[src/rtl/uart_rx_fifo_ctl.sv]
module uart_rx_fifo_ctl #(
  parameter int DEPTH = 16,
  parameter int DW    = 8,
  parameter int TRIG0 = 1,
  parameter int TRIG1 = 4,
  parameter int TRIG2 = 8,
  parameter int TRIG3 = 14
) (
  input  logic          clk,
  input  logic          rst_n,
  input  logic          rx_valid,
  input  logic [DW-1:0] rx_data,
  input  logic          rx_perr,
  input  logic          rx_ferr,
  input  logic          cpu_sel,
  input  logic          cpu_we,
  input  logic [1:0]    cpu_addr,
  input  logic [7:0]    cpu_wdata,
  output logic [DW-1:0] cpu_rdata,
  input  logic          dma_rd,
  output logic [DW-1:0] dma_rdata,
  output logic          rx_req
);
  localparam int AW = $clog2(DEPTH);
  localparam int CW = AW + 1;
  localparam logic [1:0] A_DATA = 2'd0, A_STAT = 2'd1, A_CNT = 2'd2, A_CTRL = 2'd3;

  logic [DW+1:0] mem [DEPTH];
  logic [AW-1:0] wr_ptr, rd_ptr;
  logic [CW-1:0] count_q, trig_lvl;
  logic [DW-1:0] last_q;
  logic [1:0]    tsel_q;
  logic          en_q, rdf_q, rdf_arm, ovr_q, ovr_arm;

  logic [DW+1:0] head;
  logic empty, full, rx_take, push, pop, ovr_set, trig_hit;
  logic acc_rd, acc_wr, st_rd, st_wr, rdf_clr, ovr_clr;

  assign acc_rd   = cpu_sel & ~cpu_we;
  assign acc_wr   = cpu_sel & cpu_we;
  assign st_rd    = acc_rd & (cpu_addr == A_STAT);
  assign st_wr    = acc_wr & (cpu_addr == A_STAT);
  assign empty    = (count_q == '0);
  assign full     = (count_q == CW'(DEPTH));
  assign head     = mem[rd_ptr];
  assign rx_take  = rx_valid & en_q & ~ovr_q;
  assign push     = rx_take & ~full;
  assign ovr_set  = rx_take & full;
  assign pop      = ~empty & (dma_rd | (acc_rd & (cpu_addr == A_DATA)));
  assign trig_hit = (count_q >= trig_lvl);
  assign rdf_clr  = dma_rd | (st_wr & ~cpu_wdata[0] & rdf_arm);
  assign ovr_clr  = st_wr & ~cpu_wdata[1] & ovr_arm;

  always_comb begin
    case (tsel_q)
      2'd0:    trig_lvl = CW'(TRIG0);
      2'd1:    trig_lvl = CW'(TRIG1);
      2'd2:    trig_lvl = CW'(TRIG2);
      default: trig_lvl = CW'(TRIG3);
    endcase
  end

  always_ff @(posedge clk) begin
    if (push) mem[wr_ptr] <= {rx_ferr, rx_perr, rx_data};
  end

  always_ff @(posedge clk or negedge rst_n) begin
    if (!rst_n) begin
      wr_ptr  <= '0;
      rd_ptr  <= '0;
      count_q <= '0;
      last_q  <= '0;
    end else begin
      if (push) wr_ptr <= wr_ptr + 1'b1;
      if (pop) begin
        rd_ptr <= rd_ptr + 1'b1;
        last_q <= head[DW-1:0];
      end
      if (push && !pop)      count_q <= count_q + 1'b1;
      else if (pop && !push) count_q <= count_q - 1'b1;
    end
  end

  always_ff @(posedge clk or negedge rst_n) begin
    if (!rst_n) begin
      rdf_q   <= 1'b0;
      rdf_arm <= 1'b0;
      ovr_q   <= 1'b0;
      ovr_arm <= 1'b0;
      en_q    <= 1'b0;
      tsel_q  <= 2'd0;
    end else begin
      rdf_q   <= rdf_clr ? 1'b0 : (rdf_q | trig_hit);
      rdf_arm <= rdf_q & ~rdf_clr & (rdf_arm | st_rd);
      ovr_q   <= ovr_clr ? 1'b0 : (ovr_q | ovr_set);
      ovr_arm <= ovr_q & ~ovr_clr & (ovr_arm | st_rd);
      if (acc_wr && cpu_addr == A_CTRL) begin
        en_q   <= cpu_wdata[0];
        tsel_q <= cpu_wdata[2:1];
      end
    end
  end

  logic [DW-1:0] head_byte;
  assign head_byte = empty ? last_q : head[DW-1:0];
  assign dma_rdata = head_byte;
  assign rx_req    = rdf_q;

  always_comb begin
    case (cpu_addr)
      A_DATA:  cpu_rdata = head_byte;
      A_STAT:  cpu_rdata = {{(DW-4){1'b0}}, ~empty & head[DW+1], ~empty & head[DW], ovr_q, rdf_q};
      A_CNT:   cpu_rdata = {{(DW-CW){1'b0}}, count_q};
      default: cpu_rdata = {{(DW-3){1'b0}}, tsel_q, en_q};
    endcase
  end
endmodule

[config.mk]
export PLATFORM = sky130hd
export DESIGN_NAME = uart_rx_fifo_ctl
export DESIGN_NICKNAME = d
export VERILOG_FILES = /design/src/rtl/uart_rx_fifo_ctl.sv
export SDC_FILE = /design/constraint.sdc
export NUM_CORES = 1
export LEC_CHECK = 0
export BUFFER_PORTS_ARGS = -buffer_cell sky130_fd_sc_hd__buf_4
export CORE_ASPECT_RATIO = 1.1
export CORE_MARGIN = 1.5
export CORE_UTILIZATION = 50
export CTS_CLUSTER_SIZE = 14
export DETAILED_ROUTE_END_ITERATION = 10
export GPL_TIMING_DRIVEN = 0
export PLACE_DENSITY = 0.67
export SYNTH_ARGS = -nofsm -noshare
export SYNTH_HDL_FRONTEND = slang
export SYNTH_SLANG_ARGS = --single-unit
export TNS_END_PERCENT = 100
[constraint.sdc]
create_clock -name clk -period 5.7 [get_ports clk]
set_input_delay 0.855 -clock clk [delete_from_list [all_inputs] [get_ports clk]]
set_output_delay 0.855 -clock clk [all_outputs]
set_load 0.02 [all_outputs]
**After elaboration in Yosys (flattened, before gate mapping)**

Memory sizes are Yosys's and may differ from the RTL's.
Cells that the tools add are included.

- Register bits: 28
- Latch bits: 0
- Bits in writable memories: 160
- ROM bits: 0
- Bits of input ports: 26
- Output and inout bits: 17
- Memories: 1

Memories:

| memory | depth | width | rd ports | clocked after Yosys merged registers in | write ports | RTL line | source |
|---|---|---|---|---|---|---|---|
| mem | 16 | 10 | 1 | 0 | 1 | 28 | `logic [DW+1:0] mem [DEPTH];` |

- Add/sub/neg operators: 4
- Multipliers: 0
- Divide/modulo/power cells: 0
- Order comparisons: 1
- Equality and inequality tests: 6
- Shift operators: 0
- Multiplexer cells: 9
- Bitwise gates (word level): 34
- Reductions and logical operators: 9

Operator list:

| operator | count |
|---|---|
| $pmux W8 S3 | 1 |
| $and A1 B1 Y1 | 20 |
| $pmux W4 S3 | 1 |
| $mux W5 | 2 |
| $add A4 B1 Y4 const B | 2 |
| $mux W8 | 1 |
| $not A1 Y1 | 8 |
| $eq A2 B2 Y1 const B | 3 |
| $or A1 B1 Y1 | 6 |
| $add A5 B1 Y5 const B | 1 |
| $eq A5 B5 Y1 const B | 1 |
| $ge A5 B5 Y1 | 1 |
| $logic_not A5 Y1 | 1 |
| $sub A5 B1 Y5 const B | 1 |
| $eq A2 B1 Y1 const B | 2 |
| $logic_not A2 Y1 | 2 |
| $mux W1 | 4 |
| $logic_and A1 B1 Y1 | 3 |
| $logic_not A1 Y1 | 2 |
| $reduce_bool A2 Y1 | 1 |

**Depth between registers and ports, before layout**

Gate-level depths: netlist of run 1.

- Word-level depth: 8
- Depth in mapped cells: 13
- Depth with buffers taken out: 11

**Least setup slack after synthesis of run 1**

OpenSTA, ideal clock, no wires.

- Kind: input port to flip-flop
- Start: input cpu_addr[0]
- End: register count_q[4]
- Data arrival time: 3.304 ns
- Data required time: 5.577 ns
- Path slack: 2.274 ns
- Stages on the path: 13
- Path buffers: 2
- Cells stage by stage: clkbuf_1 or2_2 nor3b_1 o21bai_1 buf_2 ha_1 inv_1 fa_1 a21o_1 a21oi_1 xnor2_1 nor2_1 xnor2_1

- Word-level cells in the longest chain between the ends: 7
- Elaborated cells between the ends (all ways): 9

Ends and longest elaborated chain:

| element | RTL line | source |
|---|---|---|
| start, declared | 17 | `input logic [1:0] cpu_addr,` |
| $logic_not A2 Y1 * | 49 | `assign pop = ~empty & (dma_rd \| (acc_rd & (cpu_addr == A_DATA)));` |
| $and A1 B1 Y1 * | 49 |  |
| $or A1 B1 Y1 * | 49 |  |
| $and A1 B1 Y1 * | 49 |  |
| $logic_not A1 Y1 | 79 | `if (push && !pop) count_q <= count_q + 1'b1;` |
| $logic_and A1 B1 Y1 | 79 |  |
| $mux W5 / $reduce_bool A2 Y1 (equally long branches) | -- |  |
| end signal, assigned | 79 |  |
| end signal, assigned | 80 | `else if (pop && !push) count_q <= count_q - 1'b1;` |
| end, declared | 30 | `logic [CW-1:0] count_q, trig_lvl;` |

Mark *: on every way between the ends. The rest lies on a longest branch, timed or not.
A chain may end at the register's enable or synchronous reset.

**Final worst setup path of run 1**

- Start: register rd_ptr[2]
- End: output cpu_rdata[0]

- Word-level cells in the longest chain between the ends: 3

Ends and longest elaborated chain:

| element | RTL line | source |
|---|---|---|
| start, declared | 29 | `logic [AW-1:0] wr_ptr, rd_ptr;` |
| start signal, assigned | 76 | `rd_ptr <= rd_ptr + 1'b1;` |
| $mem_v2 Z16 W10 | -- |  |
| $mux W8 | 105 | `assign head_byte = empty ? last_q : head[DW-1:0];` |
| $pmux W8 S3 | 110 | `case (cpu_addr)` |
| end, declared | 19 | `output logic [DW-1:0] cpu_rdata,` |

No other way between the ends.

==> summary.txt, run 1 <==
Yosys
  • Largest cells by area after synthesis: edfxtp_1 61%, mux4_2 9.7%, dfrtp_1 8.9%
  • Post-Synthesis Cells: 433
  • Cell taking the most area after synthesis: edfxtp_1
  • Top cell type's share of synthesized area: 61.02%
  • Post-synthesis sequential area ratio: 69.92%
  • Seq cells post-synth: 188
  • Unique cell type count in the Yosys netlist: 44
  • YS warnings: 0
  • Post-synth EDFFs: 160
  • Ys flop type: edfxtp_1
  • Synth Net Count: 473
  • Async SR Flop Fraction: 14.89%
  • Mapped Area: 0.007874 mm²
  • Avg Cell Area, Syn: 18.18 µm²

Setup path
  • Buf+Inv Stages, Crit Path: 3
  • Crit path kind: reg -> out
  • Crit-path cells: buf_4, buf_6, mux4_2, a22oi_1, nand3_1, mux2_2, mux4_2, buf_4
  • Crit Path Max Fanout: 10
  • Worst Path Arrival: 3.01 ns
  • Crit-path slowest cell: mux4_2
  • Slowest Stage Delay on Critical Path: 0.47 ns
  • Crit end category: primary output
  • Required @ worst endpoint: 4.85 ns
  • R2r setup slk: 2.07 ns
  • CP startpoint kind: flip-flop
  • Worst path top cell family by delay: multiplexers

CTS
  • H-tree depth: 4
  • Max Root-Sink Buffers: 2
  • Clk pin slew, worst setup/hold paths: 0.07 ns
  • Post-CTS sizing: 0
  • TritonCTS clock tree: yes
  • Hold bufs inserted after CTS: 0
  • Post-CTS Setup Bufs: 0
  • Root Buffer: clkbuf_16
  • Number of CTS-inserted buffers: 17
  • Worst-skew pair later-pin latency: 0.43 ns
  • Clock sinks: 188

Route
  • DRC: 0
  • DRT iter0 DRCs: 284
  • Via-per-instance ratio: 5.837
  • Routed Antenna Nets: 0
  • Vias: 4092
  • Total routed wirelength: 16320 µm
  • Per-cell routed wire length: 23.28 µm
  • Drt first pass iters: 5

Floorplan
  • Core area: 0.01523 mm²
  • IO Count: 43
  • Die X-Extent: 122.7 µm
  • Rows: 47
  • DIE AREA: 0.01651 mm²
  • Initial Util: 51.70%
  • Die Y: 134.6 µm

Final layout
  • Nets: 532
  • Multi-input gate area: 0.002218 mm²
  • Finished Layout Cells: 701
  • Filler instances: 1130
  • Register Area: 0.005505 mm²
  • Share of cells above drive strength 1: 26.93%
  • Area growth syn-to-layout: 14.98%
  • ANT cells: 0

Power
  • Pwr/cell area: 491.9 mW/mm²
  • Peak supply drop: 292.3 µV
  • Leakage: 3.190 nW

Placed design
  • Port Buf Inserts: 35
  • Gpl congestion: 0.8309
  • Cell count after placement: 668
  • Pre-CTS setup slack: 1.669 ns
  • DP HPWL: 10490 µm

STA
  • Layout Skew: 0.006667 ns
  • Hold Vio Cnt, Final: 0
  • Slew Limit Fails: 0
  • Final Setup Violations: 0
  • Crit share post-route: 67.81%
  • Final min period: 3.865 ns
  • RSZ-0062 raised after global routing: false
  • Worst slew margin relative to its limit: 7.480%
  • WHS: 0.3441 ns
  • Highest clock rate: 258.7 MHz
  • Setup slack after layout: 1.835 ns
  • Final TNS setup: 0 ns
  • Worst Tran Pin Value: 1.383 ns

Global route
  • Gr usage total: 21.52%
  • Largest net degree at the start of global routing: 29
  • Initial antenna violation count: 0
  • Vias in the first global route: 4156
  • First-pass GRT wire length: 24700 µm
  • Total grt overflow: 0

Status
  • Status: complete, no violations

Flow run
  • Maximum capacitance violations: 0

Worst hold path
  • HP Class: in -> async
==> final cells by class <==
class | count | share of cell area, %
clock inverter | 14 | 1.852
timing repair buffer | 40 | 3.483
multi-input combinational | 213 | 24.50
inverter | 11 | 0.4561
clock buffer | 18 | 4.740
buffer | 21 | 1.451
sequential | 188 | 60.81
tap | 196 | 2.709
==> cells in the final DEF, fill, tap and decap left out, types with 3 or more instances in the layout <==
cell and count:
a211oi_1 3, a21o_1 4, a21oi_1 4, and2_1 6, buf_2 5, buf_4 38
buf_6 7, bufinv_16 3, clkbuf_1 9, clkbuf_16 17, clkinvlp_4 4, dfrtp_1 28
edfxtp_1 160, ha_1 13, inv_1 11, mux2_2 15, mux2i_1 13, mux4_1 9
mux4_2 34, nand2_1 27, nand2b_1 4, nand3_1 5, nor2_1 18, nor2b_1 5
nor3_2 5, o21ai_0 17, xnor2_1 8, xor2_1 3
==> where the power goes <==
group | switching [mW] | internal [mW]
Sequential | 0.0927 | 1.61
Clock | 0.499 | 0.689
Combinational | 0.819 | 0.738
==> state kept, by name, indices dropped and copies added, names as in the netlist <==
| register | flops |
|---|---|
| mem | 160 |
| last_q | 8 |
| count_q | 5 |
| rd_ptr | 4 |
| wr_ptr | 4 |
| tsel_q | 2 |
| en_q | 1 |
| ovr_arm | 1 |
| ovr_q | 1 |
| rdf_arm | 1 |
| rx_req | 1 |
==> path summary, 6_finish.rpt <==
check                      cells past startpoint                endpoint                   start
max                                            8            cpu_rdata[0]   rd_ptr[2]$_DFFE_PN0P_
min                                            1   tsel_q[1]$_DFFE_PN0P_                   rst_n
max reg2reg                                   13  count_q[4]$_DFFE_PN0P_  count_q[0]$_DFFE_PN0P_
min reg2reg                                    1         ovr_q$_DFF_PN0_       ovr_arm$_DFF_PN0_
max in group asynchronous                      1   last_q[4]$_DFFE_PN0P_                   rst_n
min in group clk                               1         ovr_q$_DFF_PN0_       ovr_arm$_DFF_PN0_
==> stage by stage <==
step | util [%] | area [µm²] | power (mW)
finish | 59.44 | 9054 | 4.453
global route | 59.44 | 9054 | 4.662
CTS | 59.38 | 9044 | 4.477
detailed placement | 55.46 | 8447 | 3.299
global placement | 55.03 | 8382 | 3.259
floorplan | - | 7874 | 2.807
==> worst register-to-register path, delay by kind of cell (launching register included) <==
family | cells | cell delay, ns
AND/OR/NAND/NOR | 3 | 0.59
XOR/XNOR | 2 | 0.26
AO/OA/AOI/OAI | 3 | 0.79
adder cells (fa/ha/maj) | 2 | 0.64
buffers and inverters | 3 | 0.73
flip-flops | 1 | 0.48
==> synth_stat cells, drive strengths merged (5+ instances only) <==
master and count:
mux4 43, nor2b 5, nor2 19, buf 13
and2 6, nor3 5, xnor2 8, nand2 27
o21ai 17, ha 13, mux2i 13, dfrtp 28
clkbuf 8, nand3 5, inv 11, edfxtp 160
mux2 15
==> cells by family (layout without fill, tap and decap cells) <==
logic type	Yosys count	in the layout	synth area share, %
flip-flops	188	188	69.92
buffers and inverters	32	104	2.193
XOR/XNOR	11	11	1.224
AND/OR/NAND/NOR	79	79	4.815
adder cells (fa/ha/maj)	14	14	2.320
AO/OA/AOI/OAI	38	38	3.003
multiplexers	71	71	16.53
==> metal layers <==
layer  part of all wire (%)  global-route usage, %
met5                      0                      0
met4                    1.6                  7.041
met3                    5.1                  4.814
met2                     51                  35.54
met1                     43                  28.52
Note: power is estimated with default switching activity, not from simulation.
==> run 2: changes to the inputs <==
- PLACE_DENSITY: 0.67 -> 0.7
- clock period: 5.7 -> 3.5 ns (I/O delays scaled with it)
==> run 2 against run 1 <==
Against the previous run:
- core utilization rose by 0.20 points
- worst hold slack got worse by 0.33 ns
- worst setup slack lost 1.8 ns
- cell count shrank 0.14%
- first-iteration DRC count rose by 51%
- via count grew 1.4%
- clock skew rose by 0.0013 ns
- critical path depth down 1
- power rose by 63%
- sequential power up 63%
- global-route usage decreased by 0.065 points
==> summary.txt, run 2 (same netlist as run 1, synthesis figures left out) <==
CTS
  • Max Root-Sink Buffers: 2 (unchanged)
  • Clk pin slew, worst setup/hold paths: 0.07 ns (about the same)
  • Root Buffer: clkbuf_16
  • Post-CTS Setup Bufs: 0 (unchanged)
  • Hold bufs inserted after CTS: 0 (unchanged)
  • TritonCTS clock tree: yes
  • H-tree depth: 4 (unchanged)
  • Clock sinks: 188 (unchanged)
  • Worst-skew pair later-pin latency: 0.43 ns (about the same)
  • Number of CTS-inserted buffers: 17 (unchanged)

Placed design
  • Gpl congestion: 0.8545 (+2.8%)
  • Port Buf Inserts: 35 (unchanged)
  • DP HPWL: 10680 µm (+1.8%)

Route
  • Total routed wirelength: 16420 µm (+0.66%)
  • Routed Antenna Nets: 0 (unchanged)
  • DRC: 0 (unchanged)
  • Vias: 4151 (+1.4%)
  • Drt first pass iters: 5 (unchanged)
  • DRT iter0 DRCs: 430 (+51%)
  • Via-per-instance ratio: 5.930 (+1.6%)
  • Per-cell routed wire length: 23.46 µm (+0.80%)

Global route
  • Largest net degree at the start of global routing: 29 (unchanged)
  • Gr usage total: 21.45% (-0.065 points)
  • Met3 GRT Util: 4.012% (-0.80 points)
  • Initial antenna violation count: 0 (unchanged)
  • Grt met2 use: 36.41% (+0.87 points)
  • First-pass GRT wire length: 24630 µm (-0.31%)
  • GR peak layer: met2
  • Grt met1 use: 27.62% (-0.90 points)
  • Total grt overflow: 0 (unchanged)
  • Vias in the first global route: 4244 (+2.1%)

Floorplan
  • Core area: 0.01523 mm² (unchanged)
  • IO Count: 43 (unchanged)
  • Die X-Extent: 122.7 µm (unchanged)
  • Initial Util: 51.70% (unchanged)
  • Rows: 47 (unchanged)
  • DIE AREA: 0.01651 mm² (unchanged)
  • Die Y: 134.6 µm (unchanged)

Setup path
  • Crit end category: primary output
  • Crit Path Max Fanout: 9 (-1)
  • Crit path kind: reg -> out
  • Reg2Reg Capture Point: count_q[4]$_DFFE_PN0P_
  • Worst Path Arrival: 2.91 ns (-0.10 ns)
  • Critical R2R Launch: count_q[2]$_DFFE_PN0P_
  • Reg2Reg Depth: 13 (unchanged)
  • Required @ worst endpoint: 2.97 ns (-1.88 ns)
  • R2r setup slk: 0.23 ns (-1.84 ns)
  • CP startpoint kind: flip-flop

STA
  • Slew Limit Fails: 0 (unchanged)
  • Worst slew margin relative to its limit: 1.854% (-5.6 points)
  • Worst Tran Pin Value: 1.467 ns (+0.08408 ns)
  • Final Setup Violations: 0 (unchanged)
  • Layout Skew: 0.007960 ns (+0.001293 ns)
  • Final TNS setup: 0 ns (unchanged)
  • Highest clock rate: 290.9 MHz
  • Final min period: 3.437 ns
  • Crit share post-route: 98.21%
  • Hold Vio Cnt, Final: 0 (unchanged)

Final layout
  • Commonest non-fill, non-tap cell in the layout: edfxtp_1
  • Nets: 531 (-0.19%)
  • Filler instances: 1128 (-0.18%)
  • Most frequent cells in the layout: 160 x edfxtp_1, 37 x buf_4, 34 x mux4_2, 27 x nand2_1, 27 x dfrtp_1
  • Regs by FF count: mem x160, last_q x8, count_q x5
  • Share of cells above drive strength 1: 28.77% (+1.8 points)
  • Final core utilization: 59.64% (+0.20 points)
  • ANT cells: 0 (unchanged)
  • Area growth syn-to-layout: 15.37%
  • Largest Register: mem
  • Max FFs per register: 160 (unchanged)

Flow run
  • Maximum capacitance violations: 0 (unchanged)

Status
  • Status: complete, no violations

Power
  • Pwr/cell area: 798.1 mW/mm² (+62%)
  • Peak supply drop: 484.7 µV (+66%)
  • Leakage: 3.217 nW (+0.83%)

Worst hold path
  • HP Class: in -> async
==> run 2: cell count changes in the layout (fill, tap and decap cells not counted), moves of 3 or more <==
| cell | delta |
|---|---|
| clkinv_4 | +4 |
| clkinvlp_4 | -4 |
| buf_2 | -3 |
| inv_8 | +3 |
==> run 2: worst max-delay path by stage <==
stage	startpoint	end	slack (ns)	cells past startpoint
final	rd_ptr[0]$_DFFE_PN0P_	cpu_rdata[1]	0.06	7
after global routing	rd_ptr[0]$_DFFE_PN0P_	cpu_rdata[1]	-0.02	7
after CTS	rd_ptr[3]$_DFFE_PN0P_	cpu_rdata[3]	0.01	8
after detailed placement	cpu_addr[0]	count_q[4]$_DFFE_PN0P_	-0.15	13
after global placement	count_q[0]$_DFFE_PN0P_	mem[1][7]$_DFFE_PP_	-0.40	5
after floorplan	cpu_addr[0]	count_q[4]$_DFFE_PN0P_	0.40	13
==> run 2: layer usage <==
metal	up-vias	wire [µm]
met5	-	0
met4	0	372
met3	25	754
met2	122	8467
met1	2179	6830
li1	1825	-
==> run 2: through the flow <==
stage | area, µm² | instances | power, mW | hold WS (ns) | worst slack, ns
6_report | 9084 | 700 | 7.250 | 0.01131 | 0.06263
3_3_place_gp | 8382 | 664 | 5.301 | 0.4597 | -0.3991
3_5_place_dp | 8453 | 668 | 5.379 | 0.4456 | -0.1538
5_1_grt | 9084 | 700 | 7.611 | 0.02347 | -0.02433
2_1_floorplan | 7874 | 433 | 4.571 | 0.2294 | 0.4038
4_1_cts | 9044 | 700 | 7.254 | 0.005814 | 0.01329
==> run 2: layout make-up <==
class / instances / area (µm²) / share of cell area [%]
Tap cell: 196 / 245.2 / 2.700
Timing Repair Buffer: 39 / 311.5 / 3.430
Inverter: 11 / 41.29 / 0.4545
Buffer: 21 / 147.6 / 1.625
Multi-Input combinational cell: 213 / 2250 / 24.77
Clock inverter: 15 / 156.4 / 1.722
Clock buffer: 17 / 425.4 / 4.683
Sequential cell: 188 / 5507 / 60.62
==> run 2: repair_timing <==
item | 4_1_cts | 5_1_grt
endpoints found under the setup margin | 2 | 5
pin swaps | 0 | 0
resized for setup | 3 | 12
==> run 2: worst max-delay path, stage by stage (launching register included) <==
cell and delay (ns):
dfrtp_1 0.42, buf_8 0.18, mux4_2 0.52, a22oi_1 0.25, nand3_2 0.16, mux2_2 0.31, mux4_2 0.47, buf_4 0.17
==> run 2: report_power, final <==
| part | internal, mW | switching [mW] | leakage, nW |
|---|---|---|---|
| clock | 1.01 | 0.869 | 0.289 |
| sequential | 2.63 | 0.156 | 1.78 |
| combinational | 1.24 | 1.35 | 1.15 |
| total | 4.88 | 2.37 | 3.22 |
